## src/rtl/prescaled_timer_pkg.sv

```systemverilog
package prescaled_timer_pkg;

  localparam int MAX_SHIFT = 10;
  localparam int SH_W      = $clog2(MAX_SHIFT + 1);

  // address bit positions
  localparam int A_LOW  = 0;
  localparam int A_REG  = 2;
  localparam int A_IEN  = 3;
  localparam int A_TSEL = 4;

  typedef struct packed {
    logic       load;
    logic [1:0] sel;
    logic       expire;
    logic       overrun;
  } tmrCtl_t;

  function automatic logic [SH_W-1:0] shiftOf(input logic [1:0] sel);
    case (sel)
      2'd0:    return SH_W'(0);
      2'd1:    return SH_W'(3);
      2'd2:    return SH_W'(6);
      default: return SH_W'(MAX_SHIFT);
    endcase
  endfunction

endpackage

```

## src/rtl/tmr_dpath.sv

```systemverilog
module tmr_dpath
  import prescaled_timer_pkg::*;
#(
  parameter int CNT_W = 8
) (
  input  logic             clk,
  input  logic             rstN,
  input  tmrCtl_t          ctl,
  input  logic [CNT_W-1:0] loadVal,
  output logic [CNT_W-1:0] timVal,
  output logic             lastTick
);

  localparam int RW = CNT_W + MAX_SHIFT + 1;

  logic [RW-1:0]   remCnt;
  logic [SH_W-1:0] shAmt;
  logic [RW-1:0]   shifted;

  always_ff @(posedge clk) begin
    if (!rstN) begin
      remCnt <= RW'(1) << (CNT_W + MAX_SHIFT);
      shAmt  <= SH_W'(MAX_SHIFT);
    end else if (ctl.load) begin
      remCnt <= (RW'(loadVal) << shiftOf(ctl.sel)) + RW'(1);
      shAmt  <= shiftOf(ctl.sel);
    end else if (ctl.expire) begin
      remCnt <= RW'({CNT_W{1'b1}});
    end else if (ctl.overrun) begin
      remCnt <= RW'(remCnt[CNT_W-1:0] - CNT_W'(1));
    end else begin
      remCnt <= remCnt - RW'(1);
    end
  end

  assign shifted  = remCnt >> shAmt;
  assign timVal   = ctl.overrun ? remCnt[CNT_W-1:0] : shifted[CNT_W-1:0];
  assign lastTick = (remCnt == RW'(1));

  // overrun count wraps from zero to all ones
  p_wrap_r5: assert property (@(posedge clk) disable iff (!rstN)
    ctl.overrun && !ctl.load && remCnt[CNT_W-1:0] == '0
      |=> remCnt[CNT_W-1:0] == {CNT_W{1'b1}});

  // a counting timer never holds zero clocks remaining
  p_count_nonzero_r3: assert property (@(posedge clk) disable iff (!rstN)
    !ctl.overrun |-> remCnt != '0);

endmodule

```

## src/rtl/tmr_ctrl.sv

```systemverilog
module tmr_ctrl
  import prescaled_timer_pkg::*;
#(
  parameter int CNT_W  = 8,
  parameter int ADDR_W = 5
) (
  input  logic              clk,
  input  logic              rstN,
  input  logic [ADDR_W-1:0] addr,
  input  logic              wrEn,
  input  logic              rdEn,
  input  logic [CNT_W-1:0]  timVal,
  input  logic              lastTick,
  output tmrCtl_t           ctl,
  output logic [CNT_W-1:0]  rdData,
  output logic              timerFlag,
  output logic              tmrEn
);

  typedef enum logic { ST_COUNT, ST_OVR } tmrState_e;

  tmrState_e state;
  logic      wrTim, timRdAddr, flagRdAddr, timRd;
  logic      atFF, clrFlag;

  assign wrTim      = wrEn && addr[A_TSEL] && addr[A_REG];
  assign timRdAddr  = addr[A_REG] && !addr[A_LOW];
  assign flagRdAddr = addr[A_REG] &&  addr[A_LOW];
  assign timRd      = rdEn && timRdAddr;
  assign atFF       = (state == ST_OVR) && (timVal == {CNT_W{1'b1}});
  assign clrFlag    = wrTim || (timRd && !atFF);

  always_comb begin
    ctl.load    = wrTim;
    ctl.sel     = addr[1:0];
    ctl.expire  = (state == ST_COUNT) && lastTick && !wrTim;
    ctl.overrun = (state == ST_OVR);
  end

  always_ff @(posedge clk) begin
    if (!rstN) begin
      state     <= ST_COUNT;
      timerFlag <= 1'b0;
      tmrEn     <= 1'b0;
    end else begin
      if (wrTim)           state <= ST_COUNT;
      else if (ctl.expire) state <= ST_OVR;

      if (ctl.expire)      timerFlag <= 1'b1;
      else if (clrFlag)    timerFlag <= 1'b0;

      if (wrTim || timRd)  tmrEn <= addr[A_IEN];
    end
  end

  always_comb begin
    if (timRdAddr)       rdData = timVal;
    else if (flagRdAddr) rdData = {timerFlag, {(CNT_W-1){1'b0}}};
    else                 rdData = '0;
  end

  // expiry raises the flag
  p_flag_set_r4: assert property (@(posedge clk) disable iff (!rstN)
    ctl.expire |=> timerFlag && state == ST_OVR);

  // a write clears the flag and restarts counting
  p_write_clears_r6: assert property (@(posedge clk) disable iff (!rstN)
    wrTim |=> !timerFlag && state == ST_COUNT);

  // reading 0xFF in overrun keeps the flag
  p_read_ff_keeps_r7: assert property (@(posedge clk) disable iff (!rstN)
    timRd && atFF && timerFlag && !wrTim |=> timerFlag);

  // any other timer read clears it
  p_read_clears_r7: assert property (@(posedge clk) disable iff (!rstN)
    timRd && !atFF && !wrTim && !ctl.expire |=> !timerFlag);

  // a write on the expiry edge wins
  p_write_wins_r9: assert property (@(posedge clk) disable iff (!rstN)
    wrTim && lastTick && state == ST_COUNT |=> state == ST_COUNT && !timerFlag);

  // the enable follows addr[3] of the access
  p_enable_r8: assert property (@(posedge clk) disable iff (!rstN)
    (wrTim || timRd) |=> tmrEn == $past(addr[A_IEN]));

endmodule

```

## src/rtl/prescaled_timer.sv

```systemverilog
module prescaled_timer
  import prescaled_timer_pkg::*;
#(
  parameter int CNT_W  = 8,
  parameter int ADDR_W = 5
) (
  input  logic              clk,
  input  logic              rstN,
  input  logic [ADDR_W-1:0] addr,
  input  logic              wrEn,
  input  logic              rdEn,
  input  logic [CNT_W-1:0]  wrData,
  input  logic              extIrq,
  output logic [CNT_W-1:0]  rdData,
  output logic              timerFlag,
  output logic              timerIrq,
  output logic              irq
);

  tmrCtl_t          ctl;
  logic [CNT_W-1:0] timVal;
  logic             lastTick;
  logic             tmrEn;

  tmr_ctrl #(.CNT_W(CNT_W), .ADDR_W(ADDR_W)) uCtrl (
    .clk(clk), .rstN(rstN), .addr(addr), .wrEn(wrEn), .rdEn(rdEn),
    .timVal(timVal), .lastTick(lastTick), .ctl(ctl), .rdData(rdData),
    .timerFlag(timerFlag), .tmrEn(tmrEn)
  );

  tmr_dpath #(.CNT_W(CNT_W)) uDpath (
    .clk(clk), .rstN(rstN), .ctl(ctl), .loadVal(wrData),
    .timVal(timVal), .lastTick(lastTick)
  );

  assign timerIrq = timerFlag && tmrEn;
  assign irq      = timerIrq || extIrq;

  // an enabled, set flag always reaches the interrupt line
  p_irq_r8: assert property (@(posedge clk) disable iff (!rstN)
    timerFlag && tmrEn |-> irq && timerIrq);

endmodule

```

## config.mk

```make
export PLATFORM = sky130hd
export DESIGN_NAME = prescaled_timer
export DESIGN_NICKNAME = d
export VERILOG_FILES = /design/src/rtl/prescaled_timer_pkg.sv /design/src/rtl/tmr_dpath.sv /design/src/rtl/tmr_ctrl.sv /design/src/rtl/prescaled_timer.sv
export SDC_FILE = /design/constraint.sdc
export NUM_CORES = 1
export LEC_CHECK = 0
export ABC_AREA = 1
export BUFFER_PORTS_ARGS = -buffer_cell sky130_fd_sc_hd__clkbuf_2
export CORE_MARGIN = 3
export CORE_UTILIZATION = 35
export DETAILED_ROUTE_END_ITERATION = 10
export HOLD_SLACK_MARGIN = 0.08
export PLACE_DENSITY = 0.59
export SKIP_CTS_REPAIR_TIMING = 1
export SLEW_MARGIN = 10
export SYNTH_ARGS = -nofsm -noshare
export SYNTH_HDL_FRONTEND = slang
export SYNTH_HIERARCHICAL = 1
export SYNTH_SLANG_ARGS = --single-unit
```

## constraint.sdc

```tcl
create_clock -name clk -period 3.49 [get_ports clk]
set_input_delay 1.047 -clock clk [delete_from_list [all_inputs] [get_ports clk]]
set_output_delay 1.047 -clock clk [all_outputs]
set_load 0.02 [all_outputs]
```

Yosys cells after proc, flatten, opt, wreduce, memory -nomap -nowiden:

Cells that the tools add are included.
Widths: inputs -> output; s select.

* bits in registers: 26
* bits in latches: 0
* bits in writable memories: 0
* ROM bits: 0
* output and inout bits: 11
* memories: 0

* $add $sub $neg: 3
* multipliers: 0
* div/mod/pow operators: 0
* $lt $le $gt $ge: 0
* equal/unequal tests: 4
* shift operators: 2
* muxes and demuxes: 11
* bitwise gates (word level): 2
* reduce and logical (&&, ||, !) cells: 19

Operators by type and width (number)
* $mux 19: 3
* $mux 8: 3
* $add 19x1->19 const B: 1
* $eq 19x1->1 const B: 1
* $shl 8x4->19: 1
* $shr 19x4->8: 1
* $sub 19x1->19 const B: 1
* $pmux 4 s3: 1
* $logic_and 1x1->1: 10
* $sub 8x1->9 const B: 1
* $eq 8x8->1 const B: 1
* $mux 4: 2
* $logic_not 1->1: 3
* $logic_or 1x1->1: 3
* $eq 2x1->1 const B: 1
* $eq 2x2->1 const B: 1
* $logic_not 2->1: 1
* $mux 1: 2
* $not 1->1: 2
* $reduce_bool 2->1: 1
* $reduce_or 2->1: 1

Depth between registers and ports, before layout:

Gate-level depths: netlist of run 1.

* depth in word-level cells: 9
* mapped depth: 15
* depth with buffers taken out: 14

Hierarchy:

Netlist of run 1, hierarchy kept.

By module, submodules not included
* tmr_dpath: times used 1, cells an instance 423, area an instance 2407.3 µm², seq. area each 460.4 µm²
* tmr_ctrl: times used 1, cells an instance 51, area an instance 296.5 µm², seq. area each 60.1 µm²
* prescaled_timer: times used 1, cells an instance 4, area an instance 15.0 µm², seq. area each 0.0 µm²

Worst setup path before layout of run 1:

OpenSTA, ideal clock, no wires.

* kind: register -> output
* start: register uCtrl.state
* end: output rdData[2]
* data arrival time: 1657 ps
* data required time: 2443 ps
* slack: 786 ps
* stages on the path, launching flop included: 10
* path buffers: 3
* cell sequence: dfxtp_1 buf_4 buf_2 clkinv_1 clkbuf_1 o21ai_0 nor2_1 a22oi_1 inv_1 nor2_1

* longest elaborated chain between the ends: 2

RTL lines
* from (decl): line tmr_ctrl.sv:22 `tmrState_e state;`
* from (signal assigned): line tmr_ctrl.sv:42 `state <= ST_COUNT;`
* from (signal assigned): line tmr_ctrl.sv:46 `if (wrTim) state <= ST_COUNT;`
* from (signal assigned): line tmr_ctrl.sv:47 `else if (ctl.expire) state <= ST_OVR;`
* $mux 8: line tmr_dpath.sv:37 `assign timVal = ctl.overrun ? remCnt[CNT_W-1:0] : shifted[CNT_W-1:0];`
* via timVal[2]: line prescaled_timer.sv:21 `logic [CNT_W-1:0] timVal;`
* $mux 8: line tmr_ctrl.sv:57 `if (timRdAddr) rdData = timVal;`
* to (decl): line prescaled_timer.sv:14 `output logic [CNT_W-1:0] rdData,`

The timed path passes the listed nets, and every way through them passes these cells.

Final worst setup path of run 1:

* start: register uDpath.shAmt[2]
* end: output rdData[4]

* longest elaborated chain between the ends: 3

RTL lines
* from (decl): line tmr_dpath.sv:17 `logic [SH_W-1:0] shAmt;`
* from (signal assigned): line tmr_dpath.sv:23 `shAmt <= SH_W'(MAX_SHIFT);`
* from (signal assigned): line tmr_dpath.sv:26 `shAmt <= shiftOf(ctl.sel);`
* $shr 19x4->8: line tmr_dpath.sv:36 `assign shifted = remCnt >> shAmt;`
* $mux 8: line tmr_dpath.sv:37
* via timVal[4]: line prescaled_timer.sv:21
* $mux 8: line tmr_ctrl.sv:57

The timed path passes the listed nets, and every way through them passes these cells.

==> results of run 1 <==
[worst max path at each step]
stage                     end  slack [ps]             from  cells past startpoint
floorplan           rdData[2]         790      uCtrl/state                      9
detailed placement  rdData[0]         680          addr[0]                      5
global placement    rdData[6]         690  uDpath/shAmt[0]                      8
global route        rdData[4]         100  uDpath/shAmt[2]                      9
finish              rdData[4]         390  uDpath/shAmt[2]                      9
CTS                 rdData[6]         360  uDpath/shAmt[0]                      8
[cell families (layout without fill, tap and decap cells)]
logic type,after synthesis,in the layout,share of synthesized area
fa+ha+maj,3,3,0.0138
compound gates,115,115,0.243
xor+xnor,7,7,0.0225
mux,2,2,0.00736
simple gates,234,234,0.378
buf+inv,91,110,0.143
flops,26,26,0.191
[metrics by stage]
stage	hold WS, ps	setup slack, ps	instances
after floorplan	475	786	478
after global placement	492	686	592
after detailed placement	496	677	592
after CTS	509	365	596
after global routing	550	102	596
final	506	388	596
[flip-flops by register name, summed over array words and instances (netlist names)]
name             flops
uCtrl/timerFlag      1
uCtrl/state          1
uDpath/shAmt         4
uDpath/remCnt       19
uCtrl/tmrEn          1
[cells in the mapped netlist (5+ instances only)]
library cell and number:
inv_2 7, buf_4 6, xor2_1 7, nand2_1 122, nand3_1 31, a31oi_1 5
buf_2 6, o211ai_1 5, inv_1 62, o22ai_1 5, a21oi_1 27, dfxtp_1 26
o21ai_0 52, nor2_1 50, clkbuf_1 6, nand4_1 7, nand2_2 7
[power by group through the flow]
stage / Sequential, mW / Combinational [mW] / Clock, mW
finish: 0.388 / 0.578 / 0.203
CTS: 0.387 / 0.570 / 0.206
detailed placement: 0.394 / 0.567 / 0
floorplan: 0.377 / 0.441 / 0
global route: 0.394 / 0.655 / 0.216
global placement: 0.393 / 0.562 / 0
[worst min-delay path, cell delays in order, from the launching register on]
cell     delay [ps]
dfxtp_1         320
nand3_1          90
a21oi_2          60
[final cells by class]
class | count | share of cell area
sequential | 26 | 0.175
inverter | 71 | 0.0906
tap | 99 | 0.0417
timing repair buffer | 35 | 0.0649
multi-input combinational | 361 | 0.609
clock buffer | 4 | 0.0185
[per-layer routing]
layer,vias up,part of all wire
li1,1591,-
met4,0,0.030
met1,1436,0.49
met3,18,0.049
met5,-,0
met2,113,0.43
[layout by cell type (no fill, tap or decap), types with 4 or more instances in the layout]
cell type and n:
a21oi_1 27, a22oi_1 4, a31oi_1 5, buf_4 7, clkbuf_2 28, clkbuf_8 4, dfxtp_1 26, inv_1 62
inv_2 7, nand2_1 122, nand2_2 7, nand3_1 31, nand4_1 7, nor2_1 50, nor2_2 4, nor2_4 4
o211ai_1 5, o21ai_0 52, o21ai_1 4, o22ai_1 5, xor2_1 7
==> flow_summary_export.csv, run 1 <==
group,metric,value,unit
min_path,min_path_cells,2,
placed_design,dp.final_hpwl,6.65,mm
timing,skew,4.37,ps
worst_setup_path,end_kind,"output port",
timing,period_share,0.889,
yosys,netlist_instances,478,
grt,met1_usage,0.275,
min_path,hold_path_class,"reg2reg",
worst_setup_path,r2r_slack,1210,ps
timing,finalHoldViolations,0,
pwr,power_density,394,mW/mm2
pwr,power.leakage,1.45,nW
timing,period_minus_slack,3100,ps
worst_setup_path,critPathMaxStageDelay,590,ps
yosys,synth_top_area_cell,"dfxtp_1",
pwr,p_seq_frac,0.332,
timing,drv_slew,0,
timing,worstMarginPinSlew,580,ps
final_layout,ff_latch_area,520,um2
clocking,clk_pin_slew,100,ps
grt,met2_usage,0.289,
worst_setup_path,cp_max_fo,12,
final_layout,fin_nets,519,
run,maxCapViolations,0,
timing,tns,0,ps
pwr,p_switching,538,uW
pwr,power.internal,632,uW
route,drcViolationCount,0,
route,vias,3158,
yosys,async_flop_share,0,
grt,grt_pass1_wl,13.5,mm
clocking,cts_tree,"built",
worst_setup_path,start_kind,"flip-flop",
route,wl_per_cell,14.0,um
floorplanning,dieArea,0.00886,mm2
pwr,p_clk_frac,0.173,
yosys,synth.top_cell.area_share,0.191,
grt,antenna_found_initial,0,
placed_design,portBuffers,28,
floorplanning,io_pins,29,
pwr,p_total,1.17,mW
route,drtAntennaViolNets,0,
clocking,h-tree-depth,1,
timing,clock.fmax,0.322,GHz
yosys,synth_ff_type,"dfxtp_1",
min_path,min_from,"uCtrl/tmrEn",
floorplanning,die_w,94.1,um
yosys,synth_edf_count,0,
yosys,yosys-top-cells-area,"dfxtp_1, nand2_1, o21ai_0",
route,first_pass_iters,5,
timing,relSlewSlack,0.612,
worst_setup_path,arrival,2050,ps
grt,grt_pass1_vias,2836,
worst_setup_path,r2r_cells,12,
placed_design,gp_routability_congestion,0.952,
route,avgViaCountPerCell,5.30,
clocking,clock_path_buffers,2,
worst_setup_path,critical-path-slowest-cell,"dfxtp_1",
final_layout,final.fill_count,874,
status,status,"finished, final reports clean",
floorplanning,initial_core_util,0.367,
yosys,synth_area,0.00272,mm2
final_layout,multi_input_area,0.00181,mm2
final_layout,n_antenna_cell,0,
timing,setup_viol,0,
worst_setup_path,path_cells,"nand2_1 > a21oi_1 > o21ai_0 > o21ai_0 > nor2_1 > a22oi_1 > inv_1 > nor2_1 > clkbuf_2",
clocking,clkLatencyLatePin,270,ps
yosys,yosysSeqAreaShare,0.191,
final_layout,synthToLayoutAreaGrowth,9.25,%
final_layout,finalInstanceArea,0.00297,mm2
floorplanning,core_area,0.00741,mm2
grt,track_usage,0.190,
worst_setup_path,cp_top_family,"flip-flops",
timing,rsz0062_at_grt,"no",
yosys,ys_warn_count,6,
grt,grt_max_degree,24,
worst_setup_path,worstReg2RegStart,"uDpath/remCnt[1]",
yosys,ys_seq_elements,26,
clocking,cts_buffers,3,
worst_setup_path,crit_buf_inv,2,
final_layout,drive_gt1_frac,0.149,
grt,gr-usage-met3,0.0112,
worst_setup_path,r2r_end,"uDpath/remCnt[17]",
clocking,root_buffer,"clkbuf_8",
worst_setup_path,critical_path_class,"reg2out",
pwr,p_comb_frac,0.494,
route,drtIter0Drc,217,
min_path,min_to,"uCtrl/tmrEn",
floorplanning,num_rows,31,
yosys,synth.avg_cell_area,5.69,um2
placed_design,placement.cell_area,0.00292,mm2
yosys,ys_types,40,
pwr,switching_share,0.460,
floorplanning,die_h,94.1,um
route,routed_wl,8.32,mm
grt,busiest_layer,"met2",
grt,grt.overflow.total,0,
pwr,vdd_drop_max,183,uV
yosys,synthesis.nets,499,
worst_setup_path,cp.required,2440,ps
final_layout,final_core_util,0.401,
clocking,clock_sinks,26,
No activity file was read; power rests on OpenSTA's default activity.
==> inputs of run 2 (changes only) <==
--- a/config.mk
+++ b/config.mk
@@ -7,6 +7,7 @@
 export LEC_CHECK = 0
 export ABC_AREA = 1
 export BUFFER_PORTS_ARGS = -buffer_cell sky130_fd_sc_hd__clkbuf_2
+export CORE_ASPECT_RATIO = 0.9
 export CORE_MARGIN = 3
 export CORE_UTILIZATION = 35
 export DETAILED_ROUTE_END_ITERATION = 10
@@ -16,5 +17,4 @@
 export SLEW_MARGIN = 10
 export SYNTH_ARGS = -nofsm -noshare
 export SYNTH_HDL_FRONTEND = slang
-export SYNTH_HIERARCHICAL = 1
 export SYNTH_SLANG_ARGS = --single-unit
==> run 2 against run 1 <==
  * Largest power group unchanged
  * First-iteration DRC count increased by 19%
  * Die area decreased by 5.6%
  * Critical path type unchanged
  * Sequential cell count unchanged
  * Clock power increased by 28%
  * Synthesized area decreased by 6.0%
  * Synthesized cell count decreased by 7.1%
==> flow_summary_export.csv, run 2 <==
group,metric,value,unit
yosys,synthesis.nets,465,
route,avgViaCountPerCell,5.40,
status,status,"finished, final reports clean",
clocking,root_buffer,"clkbuf_8",
yosys,synth.avg_cell_area,5.75,um2
route,vias,2994,
clocking,clk_pin_slew,100,ps
yosys,ys_seq_elements,26,
worst_setup_path,r2r_end,"uCtrl.timerFlag",
floorplanning,num_rows,28,
timing,skew,6.29,ps
placed_design,gp_routability_congestion,0.921,
route,m1WireLength,3.90,mm
timing,relSlewSlack,0.568,
route,first_pass_iters,5,
yosys,synth_edf_count,0,
yosys,ys_warn_count,0,
final_layout,multi_input_area,0.00178,mm2
min_path,hold_path_class,"reg2reg",
yosys,yosysMostFrequentCell,"nand2_1",
yosys,yosys-top-cells-area,"dfxtp_1, nand2_1, nand3_1",
placed_design,dp.final_hpwl,6.12,mm
worst_setup_path,start_kind,"flip-flop",
timing,setup_viol,0,
timing,rsz0062_at_grt,"no",
yosys,netlist_instances,444,
clocking,clkLatencyLatePin,280,ps
final_layout,reg_top3,"uDpath.remCnt (19), uDpath.shAmt (4)",
yosys,synth_area,0.00255,mm2
pwr,vdd_drop_max,198,uV
clocking,h-tree-depth,1,
pwr,power.leakage,1.34,nW
floorplanning,core_area,0.00683,mm2
pwr,p_switching,593,uW
floorplanning,die_w,96.1,um
yosys,ys_types,43,
placed_design,portBuffers,28,
pwr,power.internal,741,uW
route,drcViolationCount,0,
timing,tns,0,ps
yosys,synth_ff_type,"dfxtp_1",
worst_setup_path,arrival,2160,ps
clocking,clock_path_buffers,2,
worst_setup_path,critical_path_class,"reg2out",
timing,drv_slew,0,
yosys,synth.top_cell.area_share,0.204,
clocking,cts_tree,"built",
grt,grt.overflow.total,0,
final_layout,ff_latch_area,520,um2
pwr,p_clk_frac,0.195,
worst_setup_path,critPathMaxStageDelay,450,ps
yosys,yosysSeqAreaShare,0.204,
timing,period_minus_slack,3200,ps
route,wl_met3,491,um
floorplanning,io_pins,29,
route,highest_layer,"met4",
floorplanning,dieArea,0.00836,mm2
route,routed_wl,7.97,mm
worst_setup_path,r2r_slack,1390,ps
floorplanning,initial_core_util,0.374,
grt,grt_max_degree,22,
final_layout,regMostFlops,"uDpath.remCnt",
grt,grt_pass1_wl,13.4,mm
clocking,cts_buffers,3,
final_layout,drive_gt1_frac,0.138,
route,dr_wl_met2,3.46,mm
pwr,p_comb_frac,0.472,
min_path,min_from,"uCtrl.tmrEn",
final_layout,final.fill_count,756,
final_layout,n_antenna_cell,0,
grt,track_usage,0.200,
final_layout,mostFrequentLayoutCells,"nand2_1, nand3_1, nor2_1, inv_1, clkbuf_2",
final_layout,largest_reg_flops,19,
route,drtAntennaViolNets,0,
route,drtIter0Drc,258,
min_path,min_path_cells,2,
worst_setup_path,cp.required,2440,ps
worst_setup_path,cp_max_fo,19,
final_layout,final_common_cell,"nand2_1",
final_layout,final_core_util,0.417,
timing,clock.fmax,0.312,GHz
timing,period_share,0.918,
worst_setup_path,end_kind,"output port",
pwr,power_density,469,mW/mm2
final_layout,fin_nets,486,
pwr,p_seq_frac,0.334,
worst_setup_path,cp_common_cell,"nor2_1",
clocking,clock_sinks,26,
worst_setup_path,r2r_cells,13,
grt,antenna_found_initial,0,
floorplanning,die_h,87.1,um
pwr,switching_share,0.445,
timing,worstMarginPinSlew,648,ps
yosys,async_flop_share,0,
worst_setup_path,worstReg2RegStart,"uDpath.shAmt[0]",
final_layout,synthToLayoutAreaGrowth,11.4,%
timing,finalHoldViolations,0,
min_path,min_to,"uCtrl.tmrEn",
worst_setup_path,critical-path-slowest-cell,"clkinv_1",
worst_setup_path,path_cells,"clkinv_1 > nand2_1 > nand3_1 > a32o_1 > nor2_1 > nor2_1 > a21oi_1 > nor2_1 > clkbuf_2",
grt,grt_pass1_vias,2735,
route,wl_per_cell,14.4,um
yosys,synth_top_area_cell,"dfxtp_1",
run,maxCapViolations,0,
yosys,synth_common_cells,"nand2_1, nand3_1, nor2_1, inv_1",
-- run 2: cell count changes after synthesis, sizes merged, moves of 3 or more --
| cell | previous run | this run |
|---|---|---|
| xnor2 | 0 | 4 |
| inv | 70 | 44 |
| nand3 | 34 | 64 |
| a22oi | 4 | 1 |
| buf | 14 | 10 |
| o21ai | 58 | 23 |
| or2 | 1 | 6 |
| o211ai | 6 | 2 |
| nand2 | 130 | 122 |
| nor2 | 58 | 52 |
| nand4 | 7 | 4 |
| clkbuf | 6 | 9 |
| a211oi | 1 | 4 |
-- run 2: worst max-delay path: cells and delay by family (launching register included) --
kind / cells / cell delay (ps)
compound gates: 2 / 400
buf+inv: 2 / 610
flops: 1 / 350
simple gates: 5 / 520
-- run 2: layer usage --
layer	track usage	up-vias
met5	0	-
met4	0.0556	0
met3	0.0138	10
met2	0.305	122
met1	0.301	1340
li1	-	1522
-- run 2: final cells by class --
class,count,area share
multi-input cells,353,0.624
flip-flops and latches,26,0.183
repair buffers,35,0.0677
inverters,46,0.0607
well taps,90,0.0396
clock buffers,3,0.0145
clock inverters,1,0.0105
-- run 2: stage by stage --
stage | hold WS [ps] | cells | total power [mW] | area (um2) | worst slack, ps
after floorplan | 461 | 444 | 0.917 | 2550 | 387
after global placement | 472 | 550 | 1.06 | 2780 | 437
after detailed placement | 483 | 550 | 1.07 | 2780 | 393
after CTS | 496 | 554 | 1.32 | 2850 | 309
after global routing | 535 | 554 | 1.45 | 2850 | 86.4
final | 499 | 554 | 1.33 | 2850 | 286
-- run 2: how the worst max path moves through the flow --
| stage | startpoint | to | slack [ps] | depth (start not counted) |
|---|---|---|---|---|
| 2_1_floorplan | addr[0] | rdData[6] | 390 | 4 |
| 3_3_place_gp | addr[2] | rdData[6] | 440 | 6 |
| 5_1_grt | uDpath.shAmt[0] | rdData[6] | 90 | 8 |
| 6_report | uDpath.shAmt[0] | rdData[4] | 290 | 9 |
| 3_5_place_dp | addr[2] | rdData[6] | 390 | 6 |
| 4_1_cts | uDpath.shAmt[0] | rdData[4] | 310 | 9 |
-- run 2: logic make-up after synthesis --
group / count (synthesis) / share of synthesized area
AOI/OAI and AO/OA: 79 / 0.186
xor gates and xnor gates: 13 / 0.0446
adders and majority gates: 3 / 0.0147
buffers and inverters: 65 / 0.101
DFF: 26 / 0.204
and+or+nand+nor: 258 / 0.451
-- run 2: power groups by stage --
stage / clock network [mW] / logic, mW / registers (mW)
floorplan: 0 / 0.512 / 0.405
global placement: 0 / 0.611 / 0.451
detailed placement: 0 / 0.616 / 0.449
CTS: 0.260 / 0.621 / 0.442
global route: 0.275 / 0.720 / 0.456
finish: 0.260 / 0.629 / 0.445
